==> src/rtl/i2c_srx_pkg.sv <==
package i2c_srx_pkg;

    localparam int ADDR_W = 7;
    localparam int BYTE_W = 8;

    typedef enum logic [2:0] {
        ST_IDLE,
        ST_ADDR,
        ST_ADDR_ACK,
        ST_DATA,
        ST_DATA_ACK,
        ST_IGNORE
    } srx_state_e;

    typedef enum logic [7:0] {
        STS_ADDR_W_ACK = 8'h60,
        STS_DATA_ACK   = 8'h80,
        STS_DATA_NAK   = 8'h88,
        STS_STOP_RS    = 8'hA0,
        STS_NONE       = 8'hF8
    } srx_status_e;

    typedef struct packed {
        logic start;
        logic stop;
        logic scl_rise;
        logic scl_fall;
        logic sda;
    } bus_evt_t;

    function automatic logic rw_is_write(input logic rw_bit);
        return ~rw_bit;
    endfunction

    function automatic srx_status_e data_code(input logic acked);
        return acked ? STS_DATA_ACK : STS_DATA_NAK;
    endfunction

endpackage

==> src/rtl/i2c_srx_bus_sampler.sv <==
module i2c_srx_bus_sampler
    import i2c_srx_pkg::*;
#(
    parameter int SYNC_STAGES = 2
) (
    input  logic     clk,
    input  logic     rst,
    input  logic     scl_i,
    input  logic     sda_i,
    output bus_evt_t evt
);

    localparam int TOP = SYNC_STAGES - 1;

    logic [SYNC_STAGES-1:0] scl_sr;
    logic [SYNC_STAGES-1:0] sda_sr;
    logic                   scl_q;
    logic                   sda_q;
    logic                   scl_now;
    logic                   sda_now;

    always_ff @(posedge clk) begin
        if (rst) begin
            scl_sr <= '1;
            sda_sr <= '1;
            scl_q  <= 1'b1;
            sda_q  <= 1'b1;
        end else begin
            scl_sr <= {scl_sr[TOP-1:0], scl_i};
            sda_sr <= {sda_sr[TOP-1:0], sda_i};
            scl_q  <= scl_sr[TOP];
            sda_q  <= sda_sr[TOP];
        end
    end

    assign scl_now = scl_sr[TOP];
    assign sda_now = sda_sr[TOP];

    always_comb begin
        evt.scl_rise = scl_now & ~scl_q;
        evt.scl_fall = ~scl_now & scl_q;
        evt.start    = scl_now & scl_q & sda_q & ~sda_now;
        evt.stop     = scl_now & scl_q & ~sda_q & sda_now;
        evt.sda      = sda_now;
    end

endmodule

==> src/rtl/i2c_srx_addr_match.sv <==
module i2c_srx_addr_match
    import i2c_srx_pkg::*;
#(
    parameter int NUM_ADDR = 4
) (
    input  logic [ADDR_W-1:0]          addr_field,
    input  logic [NUM_ADDR*ADDR_W-1:0] own_addr,
    input  logic                       master_active,
    output logic                       hit
);

    logic [NUM_ADDR-1:0] slot_hit;

    for (genvar k = 0; k < NUM_ADDR; k++) begin : g_slot
        assign slot_hit[k] = (addr_field == own_addr[k*ADDR_W +: ADDR_W]);
    end

    assign hit = (|slot_hit) & ~master_active;

endmodule

==> src/rtl/i2c_srx_shifter.sv <==
module i2c_srx_shifter
    import i2c_srx_pkg::*;
(
    input  logic              clk,
    input  logic              rst,
    input  logic              clr,
    input  logic              shift_en,
    input  logic              bit_in,
    output logic [BYTE_W-1:0] data,
    output logic              full
);

    localparam int CNT_W = $clog2(BYTE_W + 1);

    logic [CNT_W-1:0] count;

    always_ff @(posedge clk) begin
        if (rst) begin
            count <= '0;
            data  <= '0;
        end else if (clr) begin
            count <= '0;
        end else if (shift_en && !full) begin
            data  <= {data[BYTE_W-2:0], bit_in};
            count <= count + 1'b1;
        end
    end

    assign full = (count == CNT_W'(BYTE_W));

endmodule

==> src/rtl/i2c_slave_rx.sv <==
module i2c_slave_rx
    import i2c_srx_pkg::*;
#(
    parameter int NUM_ADDR    = 4,
    parameter int SYNC_STAGES = 2
) (
    input  logic                       clk,
    input  logic                       rst,
    input  logic                       scl_i,
    input  logic                       sda_i,
    output logic                       scl_oe_o,
    output logic                       sda_oe_o,
    input  logic [NUM_ADDR*ADDR_W-1:0] own_addr_i,
    input  logic                       master_active_i,
    input  logic                       aa_i,
    input  logic                       si_clr_i,
    output logic                       si_o,
    output logic [7:0]                 status_o,
    output logic [BYTE_W-1:0]          rx_data_o
);

    bus_evt_t          evt;
    srx_state_e        state;
    srx_status_e       code;
    logic              si;
    logic              sda_oe;
    logic              ack_q;
    logic [BYTE_W-1:0] rx_data;
    logic [BYTE_W-1:0] shift_byte;
    logic              shift_full;
    logic              shift_clr;
    logic              shift_en;
    logic              addr_hit;
    logic              addressed;
    logic              ack_end;

    i2c_srx_bus_sampler #(.SYNC_STAGES(SYNC_STAGES)) u_sampler (
        .clk   (clk),
        .rst   (rst),
        .scl_i (scl_i),
        .sda_i (sda_i),
        .evt   (evt)
    );

    i2c_srx_shifter u_shifter (
        .clk      (clk),
        .rst      (rst),
        .clr      (shift_clr),
        .shift_en (shift_en),
        .bit_in   (evt.sda),
        .data     (shift_byte),
        .full     (shift_full)
    );

    i2c_srx_addr_match #(.NUM_ADDR(NUM_ADDR)) u_match (
        .addr_field    (shift_byte[BYTE_W-1:1]),
        .own_addr      (own_addr_i),
        .master_active (master_active_i),
        .hit           (addr_hit)
    );

    assign addressed = (state == ST_DATA) || (state == ST_DATA_ACK);
    assign ack_end   = evt.scl_fall && ((state == ST_ADDR_ACK) || (state == ST_DATA_ACK));
    assign shift_clr = evt.start || ack_end;
    assign shift_en  = evt.scl_rise && ((state == ST_ADDR) || (state == ST_DATA));

    always_ff @(posedge clk) begin
        if (rst) begin
            state   <= ST_IDLE;
            code    <= STS_NONE;
            si      <= 1'b0;
            sda_oe  <= 1'b0;
            ack_q   <= 1'b0;
            rx_data <= '0;
        end else begin
            if (si_clr_i) begin
                si <= 1'b0;
            end
            if (evt.start || evt.stop) begin
                if (addressed) begin
                    si   <= 1'b1;
                    code <= STS_STOP_RS;
                end
                sda_oe <= 1'b0;
                state  <= evt.start ? ST_ADDR : ST_IDLE;
            end else if (evt.scl_fall) begin
                case (state)
                    ST_ADDR: begin
                        if (shift_full) begin
                            if (addr_hit && rw_is_write(shift_byte[0]) && aa_i) begin
                                sda_oe <= 1'b1;
                                state  <= ST_ADDR_ACK;
                            end else begin
                                state  <= ST_IGNORE;
                            end
                        end
                    end
                    ST_ADDR_ACK: begin
                        sda_oe <= 1'b0;
                        si     <= 1'b1;
                        code   <= STS_ADDR_W_ACK;
                        state  <= ST_DATA;
                    end
                    ST_DATA: begin
                        if (shift_full) begin
                            rx_data <= shift_byte;
                            sda_oe  <= aa_i;
                            ack_q   <= aa_i;
                            state   <= ST_DATA_ACK;
                        end
                    end
                    ST_DATA_ACK: begin
                        sda_oe <= 1'b0;
                        si     <= 1'b1;
                        code   <= data_code(ack_q);
                        state  <= ack_q ? ST_DATA : ST_IGNORE;
                    end
                    default: begin
                        sda_oe <= 1'b0;
                    end
                endcase
            end
        end
    end

    assign si_o      = si;
    assign status_o  = si ? code : STS_NONE;
    assign scl_oe_o  = si && (code != STS_STOP_RS);
    assign sda_oe_o  = sda_oe;
    assign rx_data_o = rx_data;

endmodule

==> config.mk <==
export PLATFORM = sky130hd
export DESIGN_NAME = i2c_slave_rx
export DESIGN_NICKNAME = d
export VERILOG_FILES = /design/src/rtl/i2c_srx_pkg.sv /design/src/rtl/i2c_srx_bus_sampler.sv /design/src/rtl/i2c_srx_addr_match.sv /design/src/rtl/i2c_srx_shifter.sv /design/src/rtl/i2c_slave_rx.sv
export SDC_FILE = /design/constraint.sdc
export NUM_CORES = 1
export LEC_CHECK = 0
export CAP_MARGIN = 30
export CORE_ASPECT_RATIO = 0.9
export CORE_MARGIN = 2
export CORE_UTILIZATION = 30
export CTS_CLUSTER_DIAMETER = 50
export DETAILED_ROUTE_END_ITERATION = 6
export RECOVER_POWER = 100
export SLEW_MARGIN = 30
export SYNTH_ARGS = -nofsm -noshare
export SYNTH_HDL_FRONTEND = slang
export SYNTH_SLANG_ARGS = --single-unit
==> constraint.sdc <==
create_clock -name clk -period 2.6 [get_ports clk]
set_input_delay 0.39 -clock clk [delete_from_list [all_inputs] [get_ports clk]]
set_output_delay 0.39 -clock clk [all_outputs]
set_load 0.02 [all_outputs]
Word level (Yosys, flattened, before mapping)
Cells that the tools add are included.
{"block": "word_totals", "regBits": 40, "latch_bits": 0, "ram_bits": 0, "mem_bits_ro": 0, "word_cells": 92, "memories": 0}
{"block": "op_classes", "addsub": 1, "mul": 0, "div_mod_pow": 0, "n_lt_le_gt_ge": 0, "eq_ne": 16, "n_shift": 0, "mux": 23, "n_bitwise": 16, "n_reduce_logical": 24}
{"operator": "$mux W8", "n": 4}
{"operator": "$eq A7 B7 Y1", "n": 4}
{"operator": "$mux W3", "n": 6}
{"operator": "$pmux W8 S2", "n": 1}
{"operator": "$pmux W3 S4", "n": 1}
{"operator": "$reduce_and A4 Y1", "n": 3}
{"operator": "$mux W1", "n": 9}
{"operator": "$and A1 B1 Y1", "n": 8}
{"operator": "$ne A8 B8 Y1 const B", "n": 1}
{"operator": "$not A1 Y1", "n": 8}
{"operator": "$eq A3 B2 Y1 const B", "n": 2}
{"operator": "$logic_and A1 B1 Y1", "n": 6}
{"operator": "$ne A2 B1 Y1 const B", "n": 3}
{"operator": "$ne A3 B1 Y1 const B", "n": 2}
{"operator": "$reduce_or A2 Y1", "n": 3}
{"operator": "$logic_or A1 B1 Y1", "n": 5}
{"operator": "$reduce_bool A5 Y1", "n": 1}
{"operator": "$add A4 B1 Y4 const B", "n": 1}
{"operator": "$eq A4 B4 Y1 const B", "n": 1}
{"operator": "$mux W4", "n": 1}
{"operator": "$reduce_or A4 Y1", "n": 1}
{"operator": "$eq A3 B1 Y1 const B", "n": 1}
{"operator": "$eq A3 B3 Y1 const B", "n": 1}
{"operator": "$reduce_and A3 Y1", "n": 1}
{"operator": "6 further kinds", "n": 6}

Depth between registers and ports, before layout
Gate-level depths: netlist of the first run.
{"block": "logic_depth", "depth_word": 10, "ltp_mapped": 8, "depth_no_buf": 7}

By module
From an unflattened synthesis of the first run, not the netlist that was laid out.
{"block": "unflattened", "hier_cells": 213, "hier_area_um2": 2054.5}
{"module": "i2c_slave_rx", "n_inst": 1, "cells_each": 108, "area_per_inst_um2": 1009.7, "seq_area_each_um2": 380.4}
{"module": "i2c_srx_shifter", "n_inst": 1, "cells_each": 51, "area_per_inst_um2": 535.5, "seq_area_each_um2": 240.2}
{"module": "i2c_srx_addr_match", "n_inst": 1, "cells_each": 37, "area_per_inst_um2": 311.5, "seq_area_each_um2": 0.0}
{"module": "i2c_srx_bus_sampler", "n_inst": 1, "cells_each": 17, "area_per_inst_um2": 197.7, "seq_area_each_um2": 120.1}

Worst setup path before layout of the first run
No wires, ideal clock.
{"block": "synth_timing", "kind": "reg-to-reg", "from": "reg u_sampler.sda_sr[1]", "to": "reg code[3]", "setup_ps": 122, "t_arrival_ps": 1535, "required_time_ps": 2478, "path_slack_ps": 944, "path_stages_with_launch": 7, "n_path_buf": 1, "path_cell_list": "dfxtp_1 > xor2_1 > and3_1 > buf_4 > nor2_2 > o32a_4 > a221o_1"}
{"block": "synth_between", "elab_chain_len": 5, "elab_cells_between_ends": 9}
{"element": "from (decl)", "line": "i2c_srx_bus_sampler.sv:16", "source": "logic [SYNC_STAGES-1:0] sda_sr;"}
{"element": "from (signal assigned)", "line": "i2c_srx_bus_sampler.sv:30", "source": "sda_sr <= {sda_sr[TOP-1:0], sda_i};"}
{"element": "$not A1 Y1", "line": "i2c_srx_bus_sampler.sv:42", "source": "evt.start = scl_now & scl_q & sda_q & ~sda_now;"}
{"element": "$and A1 B1 Y1", "line": "i2c_srx_bus_sampler.sv:42"}
{"element": "$logic_or A1 B1 Y1 (*)", "line": "i2c_slave_rx.sv:79", "source": "if (evt.start || evt.stop) begin"}
{"element": "$ne A2 B2 Y1 (no line), or another cell as far along"}
{"element": "$reduce_and A3 Y1 (no line)"}
{"element": "to (signal assigned)", "line": "i2c_slave_rx.sv:115", "source": "code <= data_code(ack_q);"}
{"element": "to (decl)", "line": "i2c_slave_rx.sv:24", "source": "srx_status_e code;"}
Mark *: on every way between the ends. The rest lies on a longest branch, timed or not.
A chain may end at the register's enable or synchronous reset.

Worst setup path after layout of the first run
{"block": "layout_timing", "from": "reg u_shifter.count[0]", "to": "reg u_shifter.count[3]"}
{"block": "layout_between", "elab_chain_len": 3, "elab_cells_between_ends": 4}
{"element": "from (decl)", "line": "i2c_srx_shifter.sv:15", "source": "logic [CNT_W-1:0] count;"}
{"element": "from (signal assigned)", "line": "i2c_srx_shifter.sv:25", "source": "count <= count + 1'b1;"}
{"element": "branches (longest 3 deep; another with $add A4 B1 Y4)"}
Parallel ways; which one is timed is not known.

==> flow_summary.ini, run 1 <==
[outcome]
status = completed

[critical_path]
startpoint_type = register
slowest_stage = clkbuf_1
worstRegToRegCells = 8
timing.rr.start = u_shifter.count[0]$_SDFFE_PP0P_
path_buf_inv = 2
cp_data_arrival_time_ps = 2320
worst_ep_required_time_ps = 2780
r2r_setup_slack_ps = 460
critPathCaptureType = register
path_cells = inv_1 -> ha_1 -> nand3b_1 -> nand4b_1 -> clkbuf_1 -> nor2_1 -> xor2_1 -> and2_0
crit_path_max_incr_delay_ps = 620
cp_max_fo = 12
crit_type = register to register
path_delay_family = simple AND/OR/NAND/NOR gates
timing.rr.end = u_shifter.count[3]$_SDFFE_PP0P_

[grt]
grt_pass1_vias = 1563
track_usage = 0.124
grt_first_pass_wirelength_um = 7390
grt_antenna_before_repair = 0
gr-total-overflow = 0
grt_max_degree = 34

[logic_synthesis]
synth_xor_area_frac = 0.139
yosysTopAreaCell = dfxtp_1
synth_compound_area_frac = 0.142
avgSynthCellArea_um2 = 8.35
yosysWarnings = 0
syn_area_um2 = 2020
synth_seq_area_share = 0.367
synthAdderAreaFrac = 0.0124
synth_top_family_by_area = simple AND/OR/NAND/NOR gates
synth_edf_count = 0
netlist.area_leader.share = 0.367
synth-main-ff-cell = dfxtp_1
synth.area.top_cells = dfxtp_1 37%, xnor2_1 13%, mux2i_1 4.5%, a21oi_1 4.0%, nand2b_1 3.7%
synth_mux_area_frac = 0.0446
synth_cell_types = 45
async_reset_ff_frac = 0
synth_most_common_cell = dfxtp_1
synth-simple-area-share = 0.234
synth_seq_cells = 37
synth.cells.most_frequent = 37 x dfxtp_1, 30 x xnor2_1, 19 x nand2_1
netlist_instances = 242

[place]
port_buffers = 50
dp_hpwl_um = 3370
gp_congestion = 0.752

[clock_tree]
htreeDepth = 2
numCtsBuffers = 5
cts_tree = yes
clock-sinks = 37
post_cts_buffers = 0
clkTransAtPathRegs_ps = 70
ctsHoldBuffers = 0
ctsRootBufferMaster = clkbuf_8
ctsResizeCount = 0
clockBufferDepth = 2
clk_latency_ps = 290

[routing]
dr_total_vias = 1712
drt-total-wl_um = 4540
via_per_inst = 4.60
wl_per_cell_um = 12.2
drtPass1Iterations = 4
postRouteAntennaNets = 0
drc_errors = 0
dr.first_iter.drc_count = 51

[sta]
setup_viol = 0
post-route-period-util = 0.823
rsz0062_at_grt = false
fin_skew_ps = 5.54
slew_headroom = 0.465
slew_viol_final = 0
finalHoldViolCount = 0
fmax_mhz = 467
post-route-min-period_ps = 2140
worstMarginPinSlew_ps = 803
fin_tns_setup_ps = 0

[floorplan]
io_pins = 54
start_util = 0.308
die-area_um2 = 7410
die_h_um = 81.9
row_count = 28
fp.dieW_um = 90.5
coreArea_um2 = 6550

[worst_hold_path]
worstHoldPathType = register to register
min_to = u_sampler.sda_sr[1]$_SDFF_PP1_
hold-path-cell-count = 1
hp-start = u_sampler.sda_sr[0]$_SDFF_PP1_

[pwr]
p_int_w = 0.000885
p_comb_frac = 0.105
switching_share = 0.219
clockPowerShare = 0.384
p_seq_frac = 0.511
power_switching_w = 0.000248
power_density_nw_per_um2 = 429
ir_worst_vdd_mv = 0.177
power.total_w = 0.00113
power.leakage_nw = 0.948

[final_layout]
antenna_cells = 0
area_growth_pct = 30.7
final_nets = 318
drive_gt1_frac = 0.0603

[job]
maxCapViolCount = 0
==> cells in the final DEF (no fill, tap or decap), drive strengths merged, types with 3 or more instances in the layout <==
cell type | synthesis | routed
dlygate4sd3 | 0 | 17
o21ai | 7 | 7
nand4 | 4 | 4
inv | 4 | 4
or2 | 7 | 7
o22ai | 3 | 3
nand2 | 19 | 19
clkbuf | 16 | 9
conb | 1 | 3
nor2b | 4 | 4
nand2b | 12 | 12
xnor2 | 30 | 30
nor2 | 17 | 17
clkdlybuf4s50 | 0 | 33
a21oi | 16 | 16
dfxtp | 37 | 37
nand3 | 14 | 14
mux2i | 9 | 9
==> logic make-up (layout without fill, tap and decap cells) <==
| logic type | after synthesis | after routing |
|---|---|---|
| multiplexers | 9 | 9 |
| AO/OA/AOI/OAI | 43 | 43 |
| flip-flops | 37 | 37 |
| buffers and inverters | 27 | 65 |
| XOR/XNOR | 32 | 32 |
| adder cells (fa/ha/maj) | 2 | 2 |
| AND/OR/NAND/NOR | 91 | 91 |
| other | 1 | 3 |
==> worst max path at each step <==
stage | from | endpoint | slack [ps] | cells past startpoint
after global routing | u_shifter.count[0]$_SDFFE_PP0P_ | u_shifter.count[3]$_SDFFE_PP0P_ | 250 | 8
after global placement | own_addr_i[0] | state[2]$_SDFFE_PP0P_ | 640 | 6
after floorplan | u_sampler.sda_sr[1]$_SDFF_PP1_ | code[3]$_SDFFE_PP1P_ | 940 | 6
after CTS | code[5]$_SDFFE_PP1P_ | scl_oe_o | 590 | 3
after detailed placement | own_addr_i[5] | state[1]$_SDFFE_PP0P_ | 600 | 6
final | u_shifter.count[0]$_SDFFE_PP0P_ | u_shifter.count[3]$_SDFFE_PP0P_ | 460 | 8
==> per-layer routing <==
layer	wire length [um]	global-route usage	part of all wire	up-vias
met1	2350	0.172	0.52	779
met5	0	0	0	-
li1	-	-	-	893
met3	170	0.0349	0.037	7
met2	1980	0.187	0.44	33
met4	44	0.0369	0.0097	0
==> sequential cells by signal (all words and copies together) (netlist names) <==
name              count
u_sampler.scl_q       1
u_sampler.sda_sr      2
ack_q                 1
si_o                  1
code                  5
u_shifter.count       4
u_sampler.scl_sr      2
sda_oe_o              1
rx_data_o             8
u_shifter.data        8
state                 3
u_sampler.sda_q       1
==> power groups by stage <==
| stage | logic (W) | registers, W | clock network [W] |
|---|---|---|---|
| 6_report | 0.000119 | 0.000579 | 0.000436 |
| 5_1_grt | 0.000130 | 0.000580 | 0.000480 |
| 4_1_cts | 0.000121 | 0.000579 | 0.000453 |
| 3_5_place_dp | 0.000121 | 0.000592 | 0 |
| 3_3_place_gp | 0.000120 | 0.000592 | 0 |
| 2_1_floorplan | 0.0000656 | 0.000587 | 0 |
==> area by class of cell <==
class,count,area (um^2)
timing repair buffer,53,515
tap,90,113
sequential,37,741
multi-input combinational,180,1150
clock buffer,7,96.3
fill,683,3910
inverter,4,15.0
clock inverter,1,5.00
==> stage by stage <==
stage / area (um^2) / setup slack [ps] / hold slack, ps / instances / utilization
2_1_floorplan: 2030 / 944 / 389 / 244 / -
3_3_place_gp: 2560 / 643 / 393 / 364 / 0.391
3_5_place_dp: 2560 / 595 / 399 / 364 / 0.391
4_1_cts: 2660 / 595 / 417 / 372 / 0.406
5_1_grt: 2640 / 246 / 434 / 372 / 0.403
6_report: 2640 / 461 / 412 / 372 / 0.403
Power figures use the tool's default switching activity.
==> run 2: changes to the inputs <==
==> constraint.sdc (replaced) <==
create_clock -name clk -period 1.93 [get_ports clk]
set_input_delay 0.2895 -clock clk [delete_from_list [all_inputs] [get_ports clk]]
set_output_delay 0.2895 -clock clk [all_outputs]
set_load 0.02 [all_outputs]
==> flow_summary.ini, run 2 (synthesized netlist as in run 1, its figures left out) <==
[clock_tree]
clock-sinks = 37
post_cts_buffers = 0
numCtsBuffers = 5
ctsRootBufferMaster = clkbuf_8
cts_tree = yes
clockBufferDepth = 2
clk_latency_ps = 290
clkTransAtPathRegs_ps = 70
htreeDepth = 2

[final_layout]
area_growth_pct = 32.5
drive_gt1_frac = 0.0900
antenna_cells = 0
fill_cells = 699
layout_common_cells = 35 x dfxtp_1, 33 x clkdlybuf4s50_1, 30 x xnor2_1
final_nets = 325
final_common_cell = dfxtp_1

[place]
dp_hpwl_um = 3420
port_buffers = 50
gp_congestion = 0.755
dp_slack_ps = 23.2

[critical_path]
path_cells = xor2_1 -> and3_1 -> nor2_2 -> o32a_1 -> a221o_1
path_buf_inv = 0
critPathCaptureType = register
crit_type = register to register
cp_data_arrival_time_ps = 1940
cp_max_fo = 5
path_delay_family = compound AO/OA/AOI/OAI gates
worst_ep_required_time_ps = 2100
startpoint_type = register
crit_path_max_incr_delay_ps = 400
slowest_stage = dfxtp_1
cp_num_cells = 5
worstRegToRegCells = 5

[routing]
dr_total_vias = 1768
postRouteAntennaNets = 0
drc_errors = 0
drtPass1Iterations = 5
dr.first_iter.drc_count = 65
wl_per_cell_um = 12.3
drt-total-wl_um = 4660
via_per_inst = 4.66

[sta]
rsz0062_at_grt = false
fin_tns_setup_ps = 0
slew_viol_final = 0
post-route-period-util = 0.914
finalHoldViolCount = 0
slew_headroom = 0.557
setup_viol = 0
setup_slack_ps = 167
fmax_mhz = 567
post-route-min-period_ps = 1760
worstMarginPinSlew_ps = 665
fin_skew_ps = 3.99

[worst_hold_path]
hold-path-cell-count = 1
worstHoldPathType = register to register

[pwr]
power.leakage_nw = 0.969
ir_worst_vdd_mv = 0.221
power_density_nw_per_um2 = 544

[grt]
grt_pass1_vias = 1531
grt_max_degree = 34
grt_first_pass_wirelength_um = 7290
track_usage = 0.124
gr-total-overflow = 0
grt_antenna_before_repair = 0

[floorplan]
die_h_um = 81.9
row_count = 28
die-area_um2 = 7410
fp.dieW_um = 90.5
coreArea_um2 = 6550
start_util = 0.308
io_pins = 54

[outcome]
status = completed

[job]
maxCapViolCount = 0
-- run 2: repair_timing --
action	in CTS	in global routing
endpoints found under the setup margin	0	11
hold buffers	0	0
resized for setup	0	5
-- run 2: final timing paths --
kind,from,endpoint,slack [ps]
worst max-delay path,u_sampler.sda_sr[1]$_SDFF_PP1_,code[3]$_SDFFE_PP1P_,170
worst min-delay path,u_sampler.scl_sr[0]$_SDFF_PP1_,u_sampler.scl_sr[1]$_SDFF_PP1_,410
worst max register to register,u_sampler.sda_sr[1]$_SDFF_PP1_,code[3]$_SDFFE_PP1P_,170
worst min register to register,u_sampler.scl_sr[0]$_SDFF_PP1_,u_sampler.scl_sr[1]$_SDFF_PP1_,410
-- run 2: layout make-up --
| class | count | area, um^2 | share of cell area |
|---|---|---|---|
| Timing Repair Buffer | 60 | 561 | 0.209 |
| Sequential cell | 37 | 743 | 0.278 |
| Clock buffer | 8 | 80.1 | 0.0299 |
| Inverter | 4 | 15.0 | 0.00561 |
| Tap cell | 90 | 113 | 0.0421 |
| Multi-Input combinational cell | 180 | 1170 | 0.436 |
-- run 2: routing by layer --
layer | vias to the layer above | global-route usage | share of wire
met5 | - | 0 | 0
met2 | 39 | 0.189 | 0.45
met1 | 815 | 0.168 | 0.50
met3 | 5 | 0.0349 | 0.046
met4 | 0 | 0.0415 | 0.011
li1 | 909 | - | -
-- run 2: power by group --
part | internal [W] | switching, W
clock | 0.000256 | 0.000254
sequential | 0.000770 | 0.00000680
combinational | 0.000103 | 0.0000663
total | 0.00113 | 0.000327
-- run 2: worst register-to-register path, delay by kind of cell, from the launching register on --
family           cells  cell delay [ps]
AO/OA/AOI/OAI        2              760
flip-flops           1              400
AND/OR/NAND/NOR      2              300
XOR/XNOR             1              190
-- run 2: through the flow --
step / instance area [um^2] / util / power (W) / hold WS, ps / std cells
finish: 2680 / 0.409 / 0.00146 / 412 / 379
global route: 2680 / 0.409 / 0.00154 / 428 / 379
CTS: 2720 / 0.415 / 0.00148 / 415 / 379
detailed placement: 2640 / 0.402 / 0.000970 / 398 / 371
global placement: 2640 / 0.402 / 0.000969 / 392 / 371
floorplan: 2030 / - / 0.000879 / 389 / 244
==> run 3: changes to the inputs <==
--- a/config.mk
+++ b/config.mk
@@ -5,7 +5,6 @@
 export SDC_FILE = /design/constraint.sdc
 export NUM_CORES = 1
 export LEC_CHECK = 0
-export CAP_MARGIN = 30
 export CORE_ASPECT_RATIO = 0.9
 export CORE_MARGIN = 2
 export CORE_UTILIZATION = 30
==> results of run 3 <==
No change in the layout: final DEF, timing and power equal those of run 2.
